File: config.mk
export PLATFORM = sky130hd
export DESIGN_NAME = irq_prio_ctrl
export DESIGN_NICKNAME = d
export VERILOG_FILES = /design/src/rtl/irq_prio_pkg.sv /design/src/rtl/irq_init_seq.sv /design/src/rtl/irq_req_capture.sv /design/src/rtl/irq_prio_pick.sv /design/src/rtl/irq_prio_ctrl.sv
export SDC_FILE = /design/constraint.sdc
export NUM_CORES = 1
export LEC_CHECK = 0
export BUFFER_PORTS_ARGS = -buffer_cell sky130_fd_sc_hd__buf_2
export CAP_MARGIN = 20
export CELL_PAD_IN_SITES_DETAIL_PLACEMENT = 2
export CELL_PAD_IN_SITES_GLOBAL_PLACEMENT = 2
export CORE_UTILIZATION = 36
export CTS_BUF_LIST = sky130_fd_sc_hd__clkbuf_2 sky130_fd_sc_hd__clkbuf_4 sky130_fd_sc_hd__clkbuf_8
export DETAILED_ROUTE_END_ITERATION = 7
export PLACE_DENSITY_LB_ADDON = 0.1
export SLEW_MARGIN = 5
export SYNTH_ARGS = -nofsm -noshare
export SYNTH_HDL_FRONTEND = slang
export SYNTH_SLANG_ARGS = --single-unit
File: constraint.sdc
create_clock -name clk -period 2.3 [get_ports clk]
set_input_delay 0.115 -clock clk [delete_from_list [all_inputs] [get_ports clk]]
set_output_delay 0.115 -clock clk [all_outputs]
set_load 0.01 [all_outputs]
File: src/rtl/irq_prio_pkg.sv
// Package: shared sizes, command field helpers and the initialization
// sequencer state type for the priority interrupt controller.
package irq_prio_pkg;
    localparam int NUM_IN  = 8;
    localparam int LVL_W   = $clog2(NUM_IN);
    localparam int BYTE_W  = 8;

    // Initialization word sequencer states
    typedef enum logic [1:0] {
        SEQ_IDLE = 2'd0,
        SEQ_BASE = 2'd1,
        SEQ_CASC = 2'd2,
        SEQ_MODE = 2'd3
    } seq_e;

    // Command-port opcode field values (bits 7:5) for end-of-interrupt
    localparam logic [2:0] OP_EOI_NS  = 3'b001;
    localparam logic [2:0] OP_EOI_SP  = 3'b011;
endpackage

File: src/rtl/irq_init_seq.sv
// Module: irq_init_seq
// Tracks which initialization word the next data-port write carries.
// Assumes: start and data_wr are single-cycle strobes; start wins.
module irq_init_seq
    import irq_prio_pkg::*;
(
    input  logic clk,
    input  logic rst_n,
    input  logic start,
    input  logic skip_casc,
    input  logic want_mode,
    input  logic data_wr,
    output logic busy,
    output logic casc_we
);
    seq_e state_q;
    logic skip_casc_q;
    logic want_mode_q;

    // Advance through the expected initialization words
    always_ff @(posedge clk) begin
        if (!rst_n) begin
            state_q     <= SEQ_IDLE;
            skip_casc_q <= 1'b0;
            want_mode_q <= 1'b0;
        end else if (start) begin
            state_q     <= SEQ_BASE;
            skip_casc_q <= skip_casc;
            want_mode_q <= want_mode;
        end else if (data_wr) begin
            case (state_q)
                SEQ_BASE: state_q <= !skip_casc_q ? SEQ_CASC :
                                     (want_mode_q ? SEQ_MODE : SEQ_IDLE);
                SEQ_CASC: state_q <= want_mode_q ? SEQ_MODE : SEQ_IDLE;
                SEQ_MODE: state_q <= SEQ_IDLE;
                default:  state_q <= SEQ_IDLE;
            endcase
        end
    end

    // Outputs: data port owned by the sequencer, cascade word strobe
    always_comb begin
        busy    = (state_q != SEQ_IDLE);
        casc_we = data_wr && (state_q == SEQ_CASC);
    end
endmodule

File: src/rtl/irq_req_capture.sv
// Module: irq_req_capture
// Per-input request latch, edge or level sensitive per bit.
// Assumes: inputs are already synchronous to clk.
module irq_req_capture #(
    parameter int N = 8
) (
    input  logic         clk,
    input  logic         rst_n,
    input  logic [N-1:0] req_in,
    input  logic [N-1:0] level_sel,
    input  logic         clr_all,
    input  logic [N-1:0] svc_clr,
    output logic [N-1:0] irr
);
    logic [N-1:0] prev_q;

    for (genvar i = 0; i < N; i++) begin : g_bit
        // Latch a request; drop it when the input falls or it is serviced
        always_ff @(posedge clk) begin
            if (!rst_n) begin
                prev_q[i] <= 1'b0;
                irr[i]    <= 1'b0;
            end else begin
                prev_q[i] <= req_in[i];
                if (clr_all || !req_in[i])
                    irr[i] <= 1'b0;
                else if (level_sel[i] || !prev_q[i])
                    irr[i] <= 1'b1;
                else if (svc_clr[i])
                    irr[i] <= 1'b0;
            end
        end
    end
endmodule

File: src/rtl/irq_prio_pick.sv
// Module: irq_prio_pick
// Fixed-priority resolver: bit 0 most urgent. A request wins only if no
// in-service bit sits at its level or above. Also finds the top in-service bit.
module irq_prio_pick
    import irq_prio_pkg::*;
#(
    parameter int N = NUM_IN,
    localparam int LW = $clog2(N)
) (
    input  logic [N-1:0]  req,
    input  logic [N-1:0]  isr,
    output logic          found,
    output logic [LW-1:0] lvl,
    output logic          top_found,
    output logic [LW-1:0] top_lvl
);
    // Scan from the most urgent level downwards
    always_comb begin
        logic stop;
        found     = 1'b0;
        lvl       = '0;
        top_found = 1'b0;
        top_lvl   = '0;
        stop      = 1'b0;
        for (int i = 0; i < N; i++) begin
            if (!stop) begin
                if (isr[i]) begin
                    stop      = 1'b1;
                    top_found = 1'b1;
                    top_lvl   = LW'(i);
                end else if (req[i]) begin
                    stop  = 1'b1;
                    found = 1'b1;
                    lvl   = LW'(i);
                end
            end
        end
        if (found) begin
            for (int i = N - 1; i >= 0; i--) begin
                if (isr[i]) begin
                    top_found = 1'b1;
                    top_lvl   = LW'(i);
                end
            end
        end
    end
endmodule

File: src/rtl/irq_prio_ctrl.sv
// Module: irq_prio_ctrl (top)
// Eight-input priority interrupt controller with a command/data register
// port, poll-based service, specific and non-specific end of interrupt,
// and master/slave cascading. Assumes single-cycle bus strobes.
module irq_prio_ctrl
    import irq_prio_pkg::*;
(
    input  logic              clk,
    input  logic              rst_n,
    input  logic              master_sel,
    input  logic              bus_wr,
    input  logic              bus_rd,
    input  logic              bus_addr,
    input  logic [BYTE_W-1:0] bus_wdata,
    output logic [BYTE_W-1:0] bus_rdata,
    input  logic [NUM_IN-1:0] irq_in,
    output logic              irq_out
);
    logic [NUM_IN-1:0] imr_q, isr_q, isr_d, irr, casc_q, level_sel, svc_clr;
    logic              sel_isr_q, poll_q, level_mode_q;
    logic              cmd_wr, dat_wr, init_wr, sel_wr, eoi_wr, spec_eoi, ns_eoi, poll_rd;
    logic              init_busy, casc_we;
    logic              found, top_found;
    logic [LVL_W-1:0]  lvl, top_lvl;

    // Command decode from the write byte
    always_comb begin
        cmd_wr   = bus_wr && !bus_addr;
        dat_wr   = bus_wr && bus_addr;
        init_wr  = cmd_wr && bus_wdata[4];
        sel_wr   = cmd_wr && !bus_wdata[4] && bus_wdata[3];
        eoi_wr   = cmd_wr && (bus_wdata[4:3] == 2'b00);
        spec_eoi = eoi_wr && (bus_wdata[7:5] == OP_EOI_SP);
        ns_eoi   = eoi_wr && (bus_wdata[7:5] == OP_EOI_NS);
        poll_rd  = bus_rd && !bus_addr && poll_q;
    end

    irq_init_seq u_seq (
        .clk      (clk),
        .rst_n    (rst_n),
        .start    (init_wr),
        .skip_casc(bus_wdata[1]),
        .want_mode(bus_wdata[0]),
        .data_wr  (dat_wr),
        .busy     (init_busy),
        .casc_we  (casc_we)
    );

    // Trigger sensitivity per input: global mode, cascade inputs on a master
    always_comb level_sel = {NUM_IN{level_mode_q}} | (master_sel ? casc_q : '0);

    // Service strobe clears the polled request
    always_comb begin
        svc_clr = '0;
        if (poll_rd && found) svc_clr[lvl] = 1'b1;
    end

    irq_req_capture #(.N(NUM_IN)) u_cap (
        .clk      (clk),
        .rst_n    (rst_n),
        .req_in   (irq_in),
        .level_sel(level_sel),
        .clr_all  (init_wr),
        .svc_clr  (svc_clr),
        .irr      (irr)
    );

    irq_prio_pick #(.N(NUM_IN)) u_pick (
        .req      (irr & ~imr_q),
        .isr      (isr_q),
        .found    (found),
        .lvl      (lvl),
        .top_found(top_found),
        .top_lvl  (top_lvl)
    );

    // Next in-service value: poll sets, end of interrupt clears
    always_comb begin
        isr_d = isr_q;
        if (poll_rd && found) isr_d[lvl] = 1'b1;
        if (spec_eoi) isr_d[bus_wdata[LVL_W-1:0]] = 1'b0;
        if (ns_eoi && top_found) isr_d[top_lvl] = 1'b0;
        if (init_wr) isr_d = '0;
    end

    // Control and status registers
    always_ff @(posedge clk) begin
        if (!rst_n) begin
            imr_q        <= '1;
            isr_q        <= '0;
            casc_q       <= '0;
            sel_isr_q    <= 1'b0;
            poll_q       <= 1'b0;
            level_mode_q <= 1'b0;
        end else begin
            isr_q <= isr_d;
            if (init_wr) begin
                imr_q        <= '0;
                sel_isr_q    <= 1'b0;
                poll_q       <= 1'b0;
                level_mode_q <= bus_wdata[3];
            end else begin
                if (dat_wr && !init_busy) imr_q <= bus_wdata;
                if (sel_wr && bus_wdata[1]) sel_isr_q <= bus_wdata[0];
                if (sel_wr) poll_q <= bus_wdata[2];
                else if (bus_rd && !bus_addr) poll_q <= 1'b0;
            end
            if (casc_we) casc_q <= bus_wdata;
        end
    end

    // Read mux and interrupt output
    always_comb begin
        if (bus_addr)      bus_rdata = imr_q;
        else if (poll_q)   bus_rdata = {found, 4'b0000, found ? lvl : LVL_W'(NUM_IN - 1)};
        else if (sel_isr_q) bus_rdata = isr_q;
        else               bus_rdata = irr;
        irq_out = found;
    end
endmodule

Yosys cells after proc, flatten, opt, wreduce, memory -nomap -nowiden:

Index checks and enable logic that the tools add are counted.
Widths: inputs -> output; s select.

* multipliers: 0
* bitwise gates (word level): 9
* add/sub/neg operators: 0
* shift operators: 0
* muxes and demuxes: 150
* div/mod/pow operators: 0
* eq/ne operators: 4
* reduce and logical (&&, ||, !) cells: 75
* order comparisons: 6

Operators with widths (count)
* $mux 3: 43
* $mux 1: 91
* $mux 8: 10
* $and 8x8->8: 3
* $not 8->8: 3
* $reduce_bool 2->1: 12
* $logic_not 1->1: 19
* $logic_and 1x1->1: 18
* $reduce_or 2->1: 9
* $logic_or 1x1->1: 16
* $or 8x8->8: 2
* $lt 3x4->1 const B: 3
* $demux 1 s3: 3
* $ge 3x1->1 const B: 3
* $mux 2: 2
* $pmux 2 s2: 1
* $eq 3x1->1 const B: 1
* $eq 3x2->1 const B: 1
* $eq 2x1->1 const B: 1
* $eq 2x2->1 const B: 1
* $logic_not 2->1: 1
* $not 1->1: 1

* logic and storage cells: 270
* register bits after elaboration: 47
* bits in latches: 0
* memories: 0
* memory bits (read-only): 0
* output and inout bits: 9
* memory bits (writable): 0
* input bits: 22

Longest topological paths before layout:

Gate-level depths: netlist (run 1).

* word-level depth: 33
* mapped depth: 7
* depth with buffers taken out: 7

Modules after synthesis:

From an unflattened synthesis (run 1), not the netlist that was laid out.

* cells, all modules: 330
* area total of the unflattened synthesis: 2834.0 sq um

By module, submodules not included
* irq_prio_ctrl: times used 1, cells each 190, seq. area each 540.5 sq um, area each 1617.8 sq um
* irq_req_capture: times used 1, cells each 58, seq. area each 320.3 sq um, area each 616.8 sq um
* irq_prio_pick: times used 1, cells each 56, seq. area each 0.0 sq um, area each 362.8 sq um
* irq_init_seq: times used 1, cells each 26, seq. area each 80.1 sq um, area each 236.5 sq um

Worst setup path after synthesis (run 1):

No wires, ideal clock.

* path type: register to register
* from: register u_cap.irr[0]
* to: register isr_q[7]
* path buffers: 0
* period minus slack after synthesis: 1.985 ns
* library setup time: 0.140 ns
* data required time: 2.160 ns
* stages on the path, launching flop included: 8
* arrival: 1.845 ns
* path slack: 0.315 ns
* cells stage by stage: dfxtp_1 > nor2b_2 > nand3b_1 > o41a_1 > a22o_1 > a22oi_4 > and3b_1 > a21oi_1

* word-level cells in the longest chain between the ends: 32
* elaborated cells on any way between the ends: 113
* those cells by class: order compare (4); mux (100); bitwise (5); reduce/logical (4)

Ends and longest elaborated chain
* from (decl): RTL line irq_req_capture.sv:13 `output logic [N-1:0] irr`
* from (signal, indexed assignment): RTL line irq_req_capture.sv:22 `irr[i] <= 1'b0;`
* from (signal, indexed assignment): RTL line irq_req_capture.sv:26 `irr[i] <= 1'b0;`
* from (signal, indexed assignment): RTL line irq_req_capture.sv:28 `irr[i] <= 1'b1;`
* $and 8x8->8 (*): RTL line irq_prio_ctrl.sv:69 `.req (irr & ~imr_q),`
* $mux 1 (*): RTL line irq_prio_pick.sv:31 `end else if (req[i]) begin`
* $mux 1: RTL line irq_prio_pick.sv:27 `if (isr[i]) begin`
* $mux 3 / $mux 1 (equally long branches): RTL line irq_prio_pick.sv:26, irq_prio_pick.sv:31
* $mux 3 (tied with other cells): RTL line irq_prio_pick.sv:31
* $mux 3 (tied with other cells): RTL line irq_prio_pick.sv:27
* $mux 3 (tied with other cells): RTL line irq_prio_pick.sv:26 `if (!stop) begin`
* $mux 3 (tied with other cells): RTL line irq_prio_pick.sv:31
* [... 16 more ...]
* $mux 1 (not written as such) / $mux 3 (equally long branches): RTL line irq_prio_ctrl.sv:80, irq_prio_pick.sv:38
* $demux 1 s3 (tied with other cells): RTL line irq_prio_ctrl.sv:80 `if (poll_rd && found) isr_d[lvl] = 1'b1;`
* $or 8x8->8 (no line) / $logic_and 1x1->1 (equally long branches)
* $mux 8 / $mux 1 (equally long branches): RTL line irq_prio_ctrl.sv:80, irq_prio_ctrl.sv:82
* $and 8x8->8 (no line) / $demux 1 s3 (equally long branches)
* $mux 8 / $not 8->8 (equally long branches)
* $and 8x8->8 (no line)
* $mux 8 (*): RTL line irq_prio_ctrl.sv:82 `if (ns_eoi && top_found) isr_d[top_lvl] = 1'b0;`
* to (signal assigned): RTL line irq_prio_ctrl.sv:96 `isr_q <= isr_d;`
* to (decl): RTL line irq_prio_ctrl.sv:19 `logic [NUM_IN-1:0] imr_q, isr_q, isr_d, irr, casc_q, level_sel, svc_clr;`

Mark *: on every way between the ends. The rest lies on a longest branch, timed or not.
A chain may end at the register's enable or synchronous reset.

Final worst setup path (run 1):

* from: register imr_q[1]
* to: output bus_rdata[1]

* word-level cells in the longest chain between the ends: 26
* elaborated cells on any way between the ends: 50
* those cells by class: mux (48); bitwise (2)

Ends and longest elaborated chain
* from (decl): RTL line irq_prio_ctrl.sv:19
* from (signal assigned): RTL line irq_prio_ctrl.sv:103 `if (dat_wr && !init_busy) imr_q <= bus_wdata;`
* $not 8->8: RTL line irq_prio_ctrl.sv:69
* $and 8x8->8: RTL line irq_prio_ctrl.sv:69
* $mux 1: RTL line irq_prio_pick.sv:31
* $mux 1: RTL line irq_prio_pick.sv:27
* $mux 1: RTL line irq_prio_pick.sv:26
* $mux 1: RTL line irq_prio_pick.sv:31
* $mux 1: RTL line irq_prio_pick.sv:27
* $mux 1: RTL line irq_prio_pick.sv:26
* [... 10 more ...]
* $mux 1: RTL line irq_prio_pick.sv:27
* $mux 1: RTL line irq_prio_pick.sv:26
* $mux 1: RTL line irq_prio_pick.sv:31
* $mux 1: RTL line irq_prio_pick.sv:27
* $mux 1: RTL line irq_prio_pick.sv:26
* $mux 3: RTL line irq_prio_ctrl.sv:115 `else if (poll_q) bus_rdata = {found, 4'b0000, found ? lvl : LVL_W'(NUM_IN - 1)};`
* $mux 8: RTL line irq_prio_ctrl.sv:115
* $mux 8 (*): RTL line irq_prio_ctrl.sv:114 `if (bus_addr) bus_rdata = imr_q;`
* to (decl): RTL line irq_prio_ctrl.sv:15 `output logic [BYTE_W-1:0] bus_rdata,`

Marks and branches as above.

==> results of run 1 <==
worst reg2reg max path: cells and delay by family (launching register included):
kind | cells | cell delay [ns]
compound gates | 2 | 0.89
buf+inv | 1 | 0.16
flops | 1 | 0.38
simple gates | 4 | 0.70
metal layers:
metal	vias up	global-route usage
met3	28	0.0427
met4	0	0.127
li1	1224	-
met2	72	0.481
met5	-	0
met1	1306	0.363
final cells by class:
cell class | instances | area share
Timing Repair Buffer | 49 | 0.0929
Sequential cell | 47 | 0.301
Clock buffer | 5 | 0.0218
Clock inverter | 3 | 0.0151
Tap cell | 96 | 0.0381
Inverter | 10 | 0.0119
Multi-Input combinational cell | 247 | 0.519
how the worst max path moves through the flow:
stage | to | depth (start not counted) | from
5_1_grt | bus_rdata[1] | 7 | imr_q[1]$_SDFFE_PN1P_
3_3_place_gp | isr_q[7]$_SDFF_PP0_ | 7 | isr_q[2]$_SDFF_PP0_
3_5_place_dp | isr_q[7]$_SDFF_PP0_ | 7 | isr_q[2]$_SDFF_PP0_
4_1_cts | isr_q[4]$_SDFF_PP0_ | 8 | isr_q[1]$_SDFF_PP0_
2_1_floorplan | isr_q[7]$_SDFF_PP0_ | 7 | u_cap.irr[0]$_SDFFE_PP0P_
6_report | bus_rdata[1] | 7 | imr_q[1]$_SDFFE_PN1P_
where the power goes:
part	switching (uW)	leakage (uW)	internal, uW
registers	30.8	0.000385	844
logic	154	0.000943	111
clock network	325	0.0000587	330
total	510	0.00139	1290
metrics by stage:
| stage | TNS (ns) | instance area (sq um) | util | hold slack, ns |
|---|---|---|---|---|
| 4_1_cts | 0 | 3100 | 0.451 | 0.0279 |
| 2_1_floorplan | 0 | 2600 | - | 0.250 |
| 5_1_grt | -0.0890 | 3150 | 0.459 | 0.0231 |
| 3_3_place_gp | 0 | 2920 | 0.426 | 0.348 |
| 3_5_place_dp | 0 | 2920 | 0.426 | 0.357 |
| 6_report | 0 | 3150 | 0.459 | 0.0314 |
state kept, by name, summed over array words and instances (netlist names), 2 cells and up:
register / flops
isr_q: 8
u_seq.state_q: 2
u_cap.irr: 8
u_cap.prev_q: 8
casc_q: 8
imr_q: 8
cell usage in the layout (no fill, tap or decap), drive strengths merged, types with 2 or more instances in the layout:
| cell type | instances |
|---|---|
| buf | 49 |
| dfxtp | 47 |
| nand2 | 39 |
| a21oi | 23 |
| o21ai | 23 |
| mux2i | 22 |
| nor2 | 21 |
| nor2b | 13 |
| inv | 11 |
| nand3 | 11 |
| and2 | 10 |
| nand2b | 9 |
| nor3 | 8 |
| o221ai | 8 |
| nand3b | 6 |
| nand4b | 6 |
| and3 | 6 |
| clkbuf | 5 |
| a21boi | 4 |
| a211oi | 3 |
| ha | 3 |
| or2 | 3 |
| nor3b | 3 |
| o21bai | 3 |
| a311oi | 2 |
| and3b | 2 |
| nor4 | 2 |
| o31ai | 2 |
kinds of logic (layout without fill, tap and decap cells):
family / count (synthesis) / after routing / synth area share
compound gates: 78 / 78 / 0.197
mux: 23 / 23 / 0.0891
simple gates: 143 / 143 / 0.303
flops: 47 / 47 / 0.362
buf+inv: 23 / 67 / 0.0337
fa+ha+maj: 3 / 3 / 0.0145
what timing repair did:
| action | 4_1_cts | 5_1_grt |
|---|---|---|
| pin swaps | 3 | 2 |
| endpoints found under the setup margin | 1 | 10 |
| resized for setup | 8 | 13 |
| buffers inserted | 4 | 1 |
==> results.md, run 1 <==
- Family with the most delay on the worst path: simple AND/OR/NAND/NOR gates
- Number of synthesized flops with an enable pin: 0
- Port Buffers: 30
- Core Region: 6870 sq um
- DR vias: roughly 2600
- Hold Buf Count CTS: 0
- Status: finished, final reports clean
- Post-Route WL: around 10000 um
- Max-slew headroom: 0.527
- Clk sinks: 47
- Worst r2r path cells: 7
- Pre-CTS WS: 0.143 ns
- Setup slack, reg-to-reg: 0.04 ns
- Inserted Clock Buffers: 5
- Seq cells post-synth: 47
- Worst-Skew Late Latency: 0.32 ns
- Max Fclk: roughly 0.44 GHz
- Gate Count Post-Synth: 317
- Initial core utilization: 0.378
- Fin crit period: 2.29 ns
- Max Cap Viol: 0
- Share of cells above drive strength 1: 0.238
- Clock skew: 0.0137 ns
- Area Overhead vs Synth: 21.3%
- RR Startpoint: imr_q[4]$_SDFFE_PN1P_
- Met2 WL: roughly 5000 um
- Crit-path cells: nand2b_1 -> nand3b_1 -> nor2_1 -> nand2_1 -> a311oi_1 -> a21oi_1 -> buf_2
- Worst Path Required: 2.18 ns
- Slew @ Worst Pin: 0.704 ns
- Cell Area, Synth: 2600 sq um
- # setup viols final: 0
- Max Used Layer: met4
- Setup crit start kind: flop
- Storage element area: approximately 950 sq um
- Ys Warns: 0
- Slowest CP cell: dfxtp_1
- Sequential fraction of the synthesis area: 0.362
- Pre-antenna DRT Iters: 4
- Hold_sp: irq_in[2]
- Syn avg cell area: 8.19 sq um
- Most common cell in the netlist: dfxtp_1
- Slew Viols, Final: 0
- Worst-path clk slew: 0.11 ns
- FFs w/ async S/R, synth: 0
- Gpl congestion: around 0.86
- Largest net degree at the start of global routing: 22
- Hold crit path type: in -> reg
- Syn_nets: 342
- GR Overflow Total: 0
- Setup ws final: approximately 0.014 ns
- WL met1: 4570 um
- Finished Layout Cells: 457
- Initial antenna violation count: 0
- Net count, final: 385
- Worst EP arrival: 2.17 ns
- Worst setup path category: reg -> out
- Global Route Usage Sum: 0.286
- CP Max Fanout: 5
- Yosys cell types: 49
- Mean routed wirelength per cell: 22.8 um
- Setup crit end kind: primary output
- Part of the cycle the worst path needs: 0.994
- Fill cells: 815
- Die Area: 7560 sq um
- Die span in x: 86.9 um
- Vias in the first global route: 2754
- Avg Vias per Cell: 5.75
- Worst VDD drop: 0.000293 V
- Max clock buf depth: 2
- # rows: 30
- Hold Fails Final Rpt: 0
- Hold endpoint: u_cap.prev_q[2]$_SDFF_PN0_
- Post-Place Cells: 444
- Area of the multi-input gates: between 1500 and 2000 sq um
- # IOs: 31
- Die Y: 86.9 um
- Slowest stage delay, CP: 0.44 ns
- CTS tree: done
- Wire length on met3: 441 um
- Worst Hold Depth: 2
- DP Wirelength: 7660 um
- Root Buffer: clkbuf_8
- DRC: 0
- Ys flop type: dfxtp_1
- Buf/Inv on CP: 1
- Synth top area share: 0.362
- DRT iter0 DRCs: 125
- Synth cell count leaders: 47 x dfxtp_1, 38 x nand2_1, 23 x a21oi_1, 23 x o21ai_0, 22 x mux2i_1
- Largest cells by area after synthesis: dfxtp_1 36%, mux2i_1 8.5%, nand2_1 5.5%
- Post-synth top area cell: dfxtp_1
- Detail Route Antenna Nets: 0
- Antenna diodes: 0
- RR Endpoint: isr_q[4]$_SDFF_PP0_
- Pwr Total: 1800 uW
- Number of H-tree levels: 2
- First-pass GRT wire length: approximately 16000 um
- Leakage: 0.00139 uW
- Pwr/cell area: 570 nW/um^2
Note: power is estimated with default switching activity, not from simulation.
==> inputs of run 2 (changes only) <==
--- a/config.mk
+++ b/config.mk
@@ -13,7 +13,9 @@
 export CTS_BUF_LIST = sky130_fd_sc_hd__clkbuf_2 sky130_fd_sc_hd__clkbuf_4 sky130_fd_sc_hd__clkbuf_8
 export DETAILED_ROUTE_END_ITERATION = 7
 export PLACE_DENSITY_LB_ADDON = 0.1
+export RECOVER_POWER = 50
 export SLEW_MARGIN = 5
 export SYNTH_ARGS = -nofsm -noshare
 export SYNTH_HDL_FRONTEND = slang
 export SYNTH_SLANG_ARGS = --single-unit
+export TNS_END_PERCENT = 10
==> results.md, run 2 (synthesis results as in run 1) <==
- Status: finished, final reports clean
- Pre-CTS WS: 0.143 ns
- Worst-Skew Late Latency: about 0.31 ns
- Die Area: 7560 sq um
- Core Region: a little under 7000 sq um
- Critical path destination: bus_rdata[1]
- Fill cells: between 800 and 900
- Hold Fails Final Rpt: 0
- Cell area after layout: 3150 sq um
- Vias in the first global route: 2754
- Pre-antenna DRT Iters: 4
- Setup ws final: 0.00813 ns
- CP startpoint: u_cap.irr[0]$_SDFFE_PP0P_
- Max-slew headroom: 0.505
- Antenna diodes: 0
- Mean routed wirelength per cell: 22.7 um
- Switching share of power: 0.283
- Combinational share of power: 0.147
- Hold crit path type: in -> reg
- Max clock buf depth: 2
- Fin crit period: 2.29 ns
- Finished Layout Cells: 457
- Crit-path cells: nor2b_2 -> nand3b_1 -> nor2_1 -> nand2_1 -> a311oi_1 -> a21oi_1 -> buf_2
- Detail Route Antenna Nets: 0
- Worst setup path category: reg -> out
- Net count, final: 385
- DRC: 0
- Worst VDD drop: 0.000291 V
- DR vias: 2642
- Leakage: 0.00138 uW
- Gpl congestion: 0.858
- RR Endpoint: isr_q[4]$_SDFF_PP0_
- Sequential share of power: 0.489
- Inserted Clock Buffers: 5
- Worst r2r path cells: 7
- Hold Buf Count CTS: 0
- First-pass GRT wire length: between 15000 and 20000 um
- Part of the cycle the worst path needs: 0.996
- CTS tree: done
- Root Buffer: clkbuf_8
- Largest net degree at the start of global routing: 22
- Post-Place Cells: 444
- Clk sinks: 47
- Post-layout util: 0.458
- Slowest CP cell: a311oi_1
- Setup crit start kind: flop
- Slew @ Worst Pin: 0.737 ns
- Die span in x: 86.9 um
- Worst EP arrival: 2.18 ns
- Most frequent cells in the layout: 41 x dfxtp_1, 38 x nand2_1, 29 x buf_2, 22 x a21oi_1, 22 x mux2i_1
- Setup slack, reg-to-reg: 0.05 ns
- Port Buffers: 30
- DRT iter0 DRCs: roughly 120
- # rows: 30
- Slew Viols, Final: 0
- Number of H-tree levels: 2
- Worst-path clk slew: 0.11 ns
- P_int: between 1000 and 1500 uW
- Clock skew: about 0.014 ns
- Psw: 506 uW
- Share of cells above drive strength 1: 0.233
- Slowest stage delay, CP: 0.36 ns
- Max Fclk: 0.436 GHz
- Global Route Usage Sum: 0.286
- Post-Route WL: 10400 um
- Die Y: 86.9 um
- Pwr/cell area: 569 nW/um^2
- Clock Power Share: 0.364
- GR Overflow Total: 0
- Worst Path Required: 2.18 ns
- Avg Vias per Cell: ~5.8
- Initial core utilization: 0.378
- Leading cell type in the layout, fill and taps excluded: dfxtp_1
- Setup TNS: 0 ns
- Initial antenna violation count: 0
- Setup crit end kind: primary output
- DP Wirelength: between 7000 and 8000 um
- # IOs: 31
- CP Max Fanout: 4
- # setup viols final: 0
- Area Overhead vs Synth: 21.1%
- Post-placement cell area: 2920 sq um
- Max Cap Viol: 0
- RR Startpoint: imr_q[4]$_SDFFE_PN1P_
run 2: cell types whose count changed in the layout (fill, tap and decap cells not counted), sizes merged:
cell and delta:
buf -2, clkbuf +2
run 2: worst max-delay path, delay by kind of cell (launching register included):
kind,cells,cell delay [ns]
buf+inv,1,0.15
simple gates,4,0.93
compound gates,2,0.44
flops,1,0.34
run 2: routing by layer:
metal,vias up,global-route usage,routed length (um)
met4,0,0.127,401
met2,78,0.481,4970
met3,28,0.0427,467
met1,1309,0.363,4550
li1,1227,-,-
met5,-,0,0
run 2: area by class of cell:
class | count | area, sq um | area share
Sequential cell | 47 | 948 | 0.302
Inverter | 10 | 37.5 | 0.0119
Tap cell | 96 | 120 | 0.0382
Multi-Input combinational cell | 247 | 1640 | 0.520
Clock inverter | 3 | 47.5 | 0.0151
Clock buffer | 5 | 68.8 | 0.0219
Timing Repair Buffer | 49 | 288 | 0.0915
run 2: per-stage QoR:
| stage | power (uW) | hold slack (ns) |
|---|---|---|
| CTS | 1790 | 0.0279 |
| finish | 1790 | 0.0318 |
| global route | 1850 | 0.0231 |
| global placement | 1120 | 0.348 |
| detailed placement | 1130 | 0.357 |
| floorplan | 1020 | 0.250 |
run 2: power by group through the flow:
stage                     Sequential (uW)  Clock (uW)  Combinational [uW]
after CTS                             873         657                 257
after global routing                  878         686                 286
after global placement                888           0                 234
after floorplan                       876           0                 140
final                                 875         651                 264
after detailed placement              890           0                 243
run 2: worst min-delay path by stage:
| stage | depth (start not counted) | to | startpoint | slack (ns) |
|---|---|---|---|---|
| after floorplan | 2 | poll_q$_SDFFE_PP0P_ | bus_wdata[2] | 0.25 |
| after global placement | 2 | u_cap.prev_q[7]$_SDFF_PN0_ | irq_in[7] | 0.35 |
| after detailed placement | 2 | u_cap.prev_q[2]$_SDFF_PN0_ | irq_in[2] | 0.36 |
| after CTS | 2 | u_cap.prev_q[2]$_SDFF_PN0_ | irq_in[2] | 0.03 |
| after global routing | 2 | u_cap.prev_q[2]$_SDFF_PN0_ | irq_in[2] | 0.02 |
| final | 2 | u_cap.prev_q[2]$_SDFF_PN0_ | irq_in[2] | 0.03 |
run 2: timing repair:
item,4_1_cts,5_1_grt
setup endpoints to repair,1,10
pin swaps,3,2
buffers inserted,4,1
resized for setup,8,13
hold endpoints to repair,0,0
==> inputs of run 3 (changes only) <==
--- a/config.mk
+++ b/config.mk
@@ -12,8 +12,10 @@
 export CORE_UTILIZATION = 36
 export CTS_BUF_LIST = sky130_fd_sc_hd__clkbuf_2 sky130_fd_sc_hd__clkbuf_4 sky130_fd_sc_hd__clkbuf_8
 export DETAILED_ROUTE_END_ITERATION = 7
+export MAX_ROUTING_LAYER = met4
 export PLACE_DENSITY_LB_ADDON = 0.1
 export RECOVER_POWER = 50
+export SKIP_LAST_GASP = 1
 export SLEW_MARGIN = 5
 export SYNTH_ARGS = -nofsm -noshare
 export SYNTH_HDL_FRONTEND = slang
==> constraint.sdc (replaced) <==
create_clock -name clk -period 2.3 [get_ports clk]
set_input_delay 0.23 -clock clk [delete_from_list [all_inputs] [get_ports clk]]
set_output_delay 0.23 -clock clk [all_outputs]
set_load 0.01 [all_outputs]
==> results.md, run 3 (synthesis results as in run 1) <==
- Worst-Skew Late Latency: 0.31 ns
- Root Buffer: clkbuf_8
- M3 GR Usage: 0.0341
- Switching share of power: 0.291
- Hold crit path type: in -> reg
- Most frequent cells in the layout: 40 x dfxtp_1, 37 x nand2_1, 29 x buf_2, 23 x a21oi_1, 23 x o21ai_0
- # setup viols final: 0
- Worst VDD drop: 0.000258 V
- Slew Viols, Final: 0
- Inserted Clock Buffers: 5
- # rows: 30
- Antenna diodes: 0
- Share of cells above drive strength 1: 0.248
- Hold Buf Count CTS: 0
- Psw: 484 uW
- Pwr/cell area: between 500 and 600 nW/um^2
- Post-Place Cells: 443
- Max-slew headroom: 0.313
- Max Cap Viol: 0
- Clk sinks: 47
- Leakage: approximately 0.0014 uW
- Post-placement cell area: 2920 sq um
- Clock Power Share: 0.315
- RSZ-0062 raised after global routing: yes
- Met2 Use GR: 0.484
- CP startpoint: u_cap.irr[0]$_SDFFE_PP0P_
- Initial antenna violation count: 0
- CP Max Fanout: 4
- Setup crit start kind: flop
- DR vias: 2583
- CTS tree: done
- Die span in x: approximately 87 um
- DP Wirelength: approximately 7600 um
- Clock skew: 0.00302 ns
- Die Y: 86.9 um
- Global Route Usage Sum: 0.287
- Max clock buf depth: 2
- Initial core utilization: 0.378
- Detail Route Antenna Nets: 0
- Hold slack: roughly 0.15 ns
- First-pass GRT wire length: between 15000 and 20000 um
- DRC: 0
- Mean routed wirelength per cell: 22.1 um
- Status: finished, final reports clean
- Worst EP arrival: 2.02 ns
- DRT iter0 DRCs: between 100 and 150
- Fin crit period: 2.25 ns
- RR Startpoint: isr_q[4]$_SDFF_PP0_
- P_int: between 1000 and 1500 uW
- Slew @ Worst Pin: 1.03 ns
- Gpl congestion: 0.880
- Area Overhead vs Synth: 21.1%
- Crit-path cells: nor2b_2 -> nand3b_1 -> nor2_2 -> nand2_2 -> a311oi_1 -> a21oi_1 -> buf_2
- Hold Fails Final Rpt: 0
- Slowest CP cell: dfxtp_1
- Combinational share of power: 0.158
- Pre-antenna DRT Iters: 4
- Hold_sp: irq_in[6]
- GR Overflow Total: 0
- Largest net degree at the start of global routing: 29
- Worst Path Required: 2.07 ns
- Setup crit end kind: primary output
- Port Buffers: 30
- Vias in the first global route: around 2800
- Met1 GRT Util: 0.356
- Avg Vias per Cell: 5.63
- Worst setup path category: reg -> out
- Fill cells: about 800
- Leading cell type in the layout, fill and taps excluded: dfxtp_1
- Max Fclk: approximately 0.45 GHz
- Post-Route WL: 10200 um
- Worst-path clk slew: 0.09 ns
- Number of H-tree levels: 2
- # IOs: 31
- Slowest stage delay, CP: 0.33 ns
- Core Region: approximately 6900 sq um
- Sequential share of power: 0.527
- Net count, final: between 300 and 400
- Most Used Layer, Global Route: met2
- Part of the cycle the worst path needs: 0.976
- Die Area: 7560 sq um
- Finished Layout Cells: ~460
- Cell area after layout: roughly 3100 sq um
run 3: changes by cell type in the layout (fill, tap and decap cells not counted), sizes merged:
cell | before | now
clkinvlp | 0 | 1
inv | 11 | 10
clkbuf | 7 | 8
bufinv | 1 | 0
buf | 47 | 49
run 3: cell type report:
| type | instances | area [sq um] | area share |
|---|---|---|---|
| clock buffer | 6 | 76.3 | 0.0243 |
| clock inverter | 2 | 12.5 | 0.00398 |
| inverter | 10 | 37.5 | 0.0119 |
| multi-input combinational | 247 | 1650 | 0.523 |
| sequential | 47 | 950 | 0.302 |
| tap | 96 | 120 | 0.0382 |
| timing repair buffer | 51 | 303 | 0.0963 |
run 3: critical path: cells and delay by family (launching register included):
| kind | cells | cell delay (ns) |
|---|---|---|
| AND/OR/NAND/NOR | 4 | 0.82 |
| AO/OA/AOI/OAI | 2 | 0.40 |
| flip-flops | 1 | 0.33 |
| buffers and inverters | 1 | 0.16 |
run 3: timing repair:
item	CTS	global route
pin swaps	3	4
gates cloned	0	0
endpoints found under the setup margin	4	10
resized for setup	10	13
buffers inserted	4	4
run 3: power by group through the flow:
stage | sequential (uW) | clock, uW | combinational, uW
6_report | 875 | 524 | 262
5_1_grt | 877 | 553 | 284
4_1_cts | 872 | 530 | 255
3_5_place_dp | 889 | 0 | 241
3_3_place_gp | 888 | 0 | 233
2_1_floorplan | 876 | 0 | 140
run 3: worst paths after layout:
kind                                                  endpoint  slack (ns)  cells past startpoint
worst max-delay path                              bus_rdata[1]        0.05                      7
worst min-delay path                u_cap.prev_q[6]$_SDFF_PN0_        0.15                      2
worst max register to register             isr_q[5]$_SDFF_PP0_        0.08                      9
worst min register to register  u_seq.want_mode_q$_SDFFE_PN0P_        0.50                      2
run 3: per-layer routing:
layer | share of wire | wire (um) | vias up
met1 | 0.47 | 4740 | 1290
met2 | 0.49 | 4930 | 52
li1 | - | - | 1223
met3 | 0.022 | 227 | 18
met5 | 0 | 0 | -
met4 | 0.025 | 249 | 0
run 3: per-stage QoR:
step	utilization	total power [uW]	TNS (ns)	setup WS, ns
6_report	0.458	1660	0	0.0548
3_5_place_dp	0.424	1130	0	0.0734
5_1_grt	0.458	1710	-0.136	-0.0471
4_1_cts	0.449	1660	-0.0103	-0.00527
2_1_floorplan	-	1020	0	0.315
3_3_place_gp	0.424	1120	0	0.139
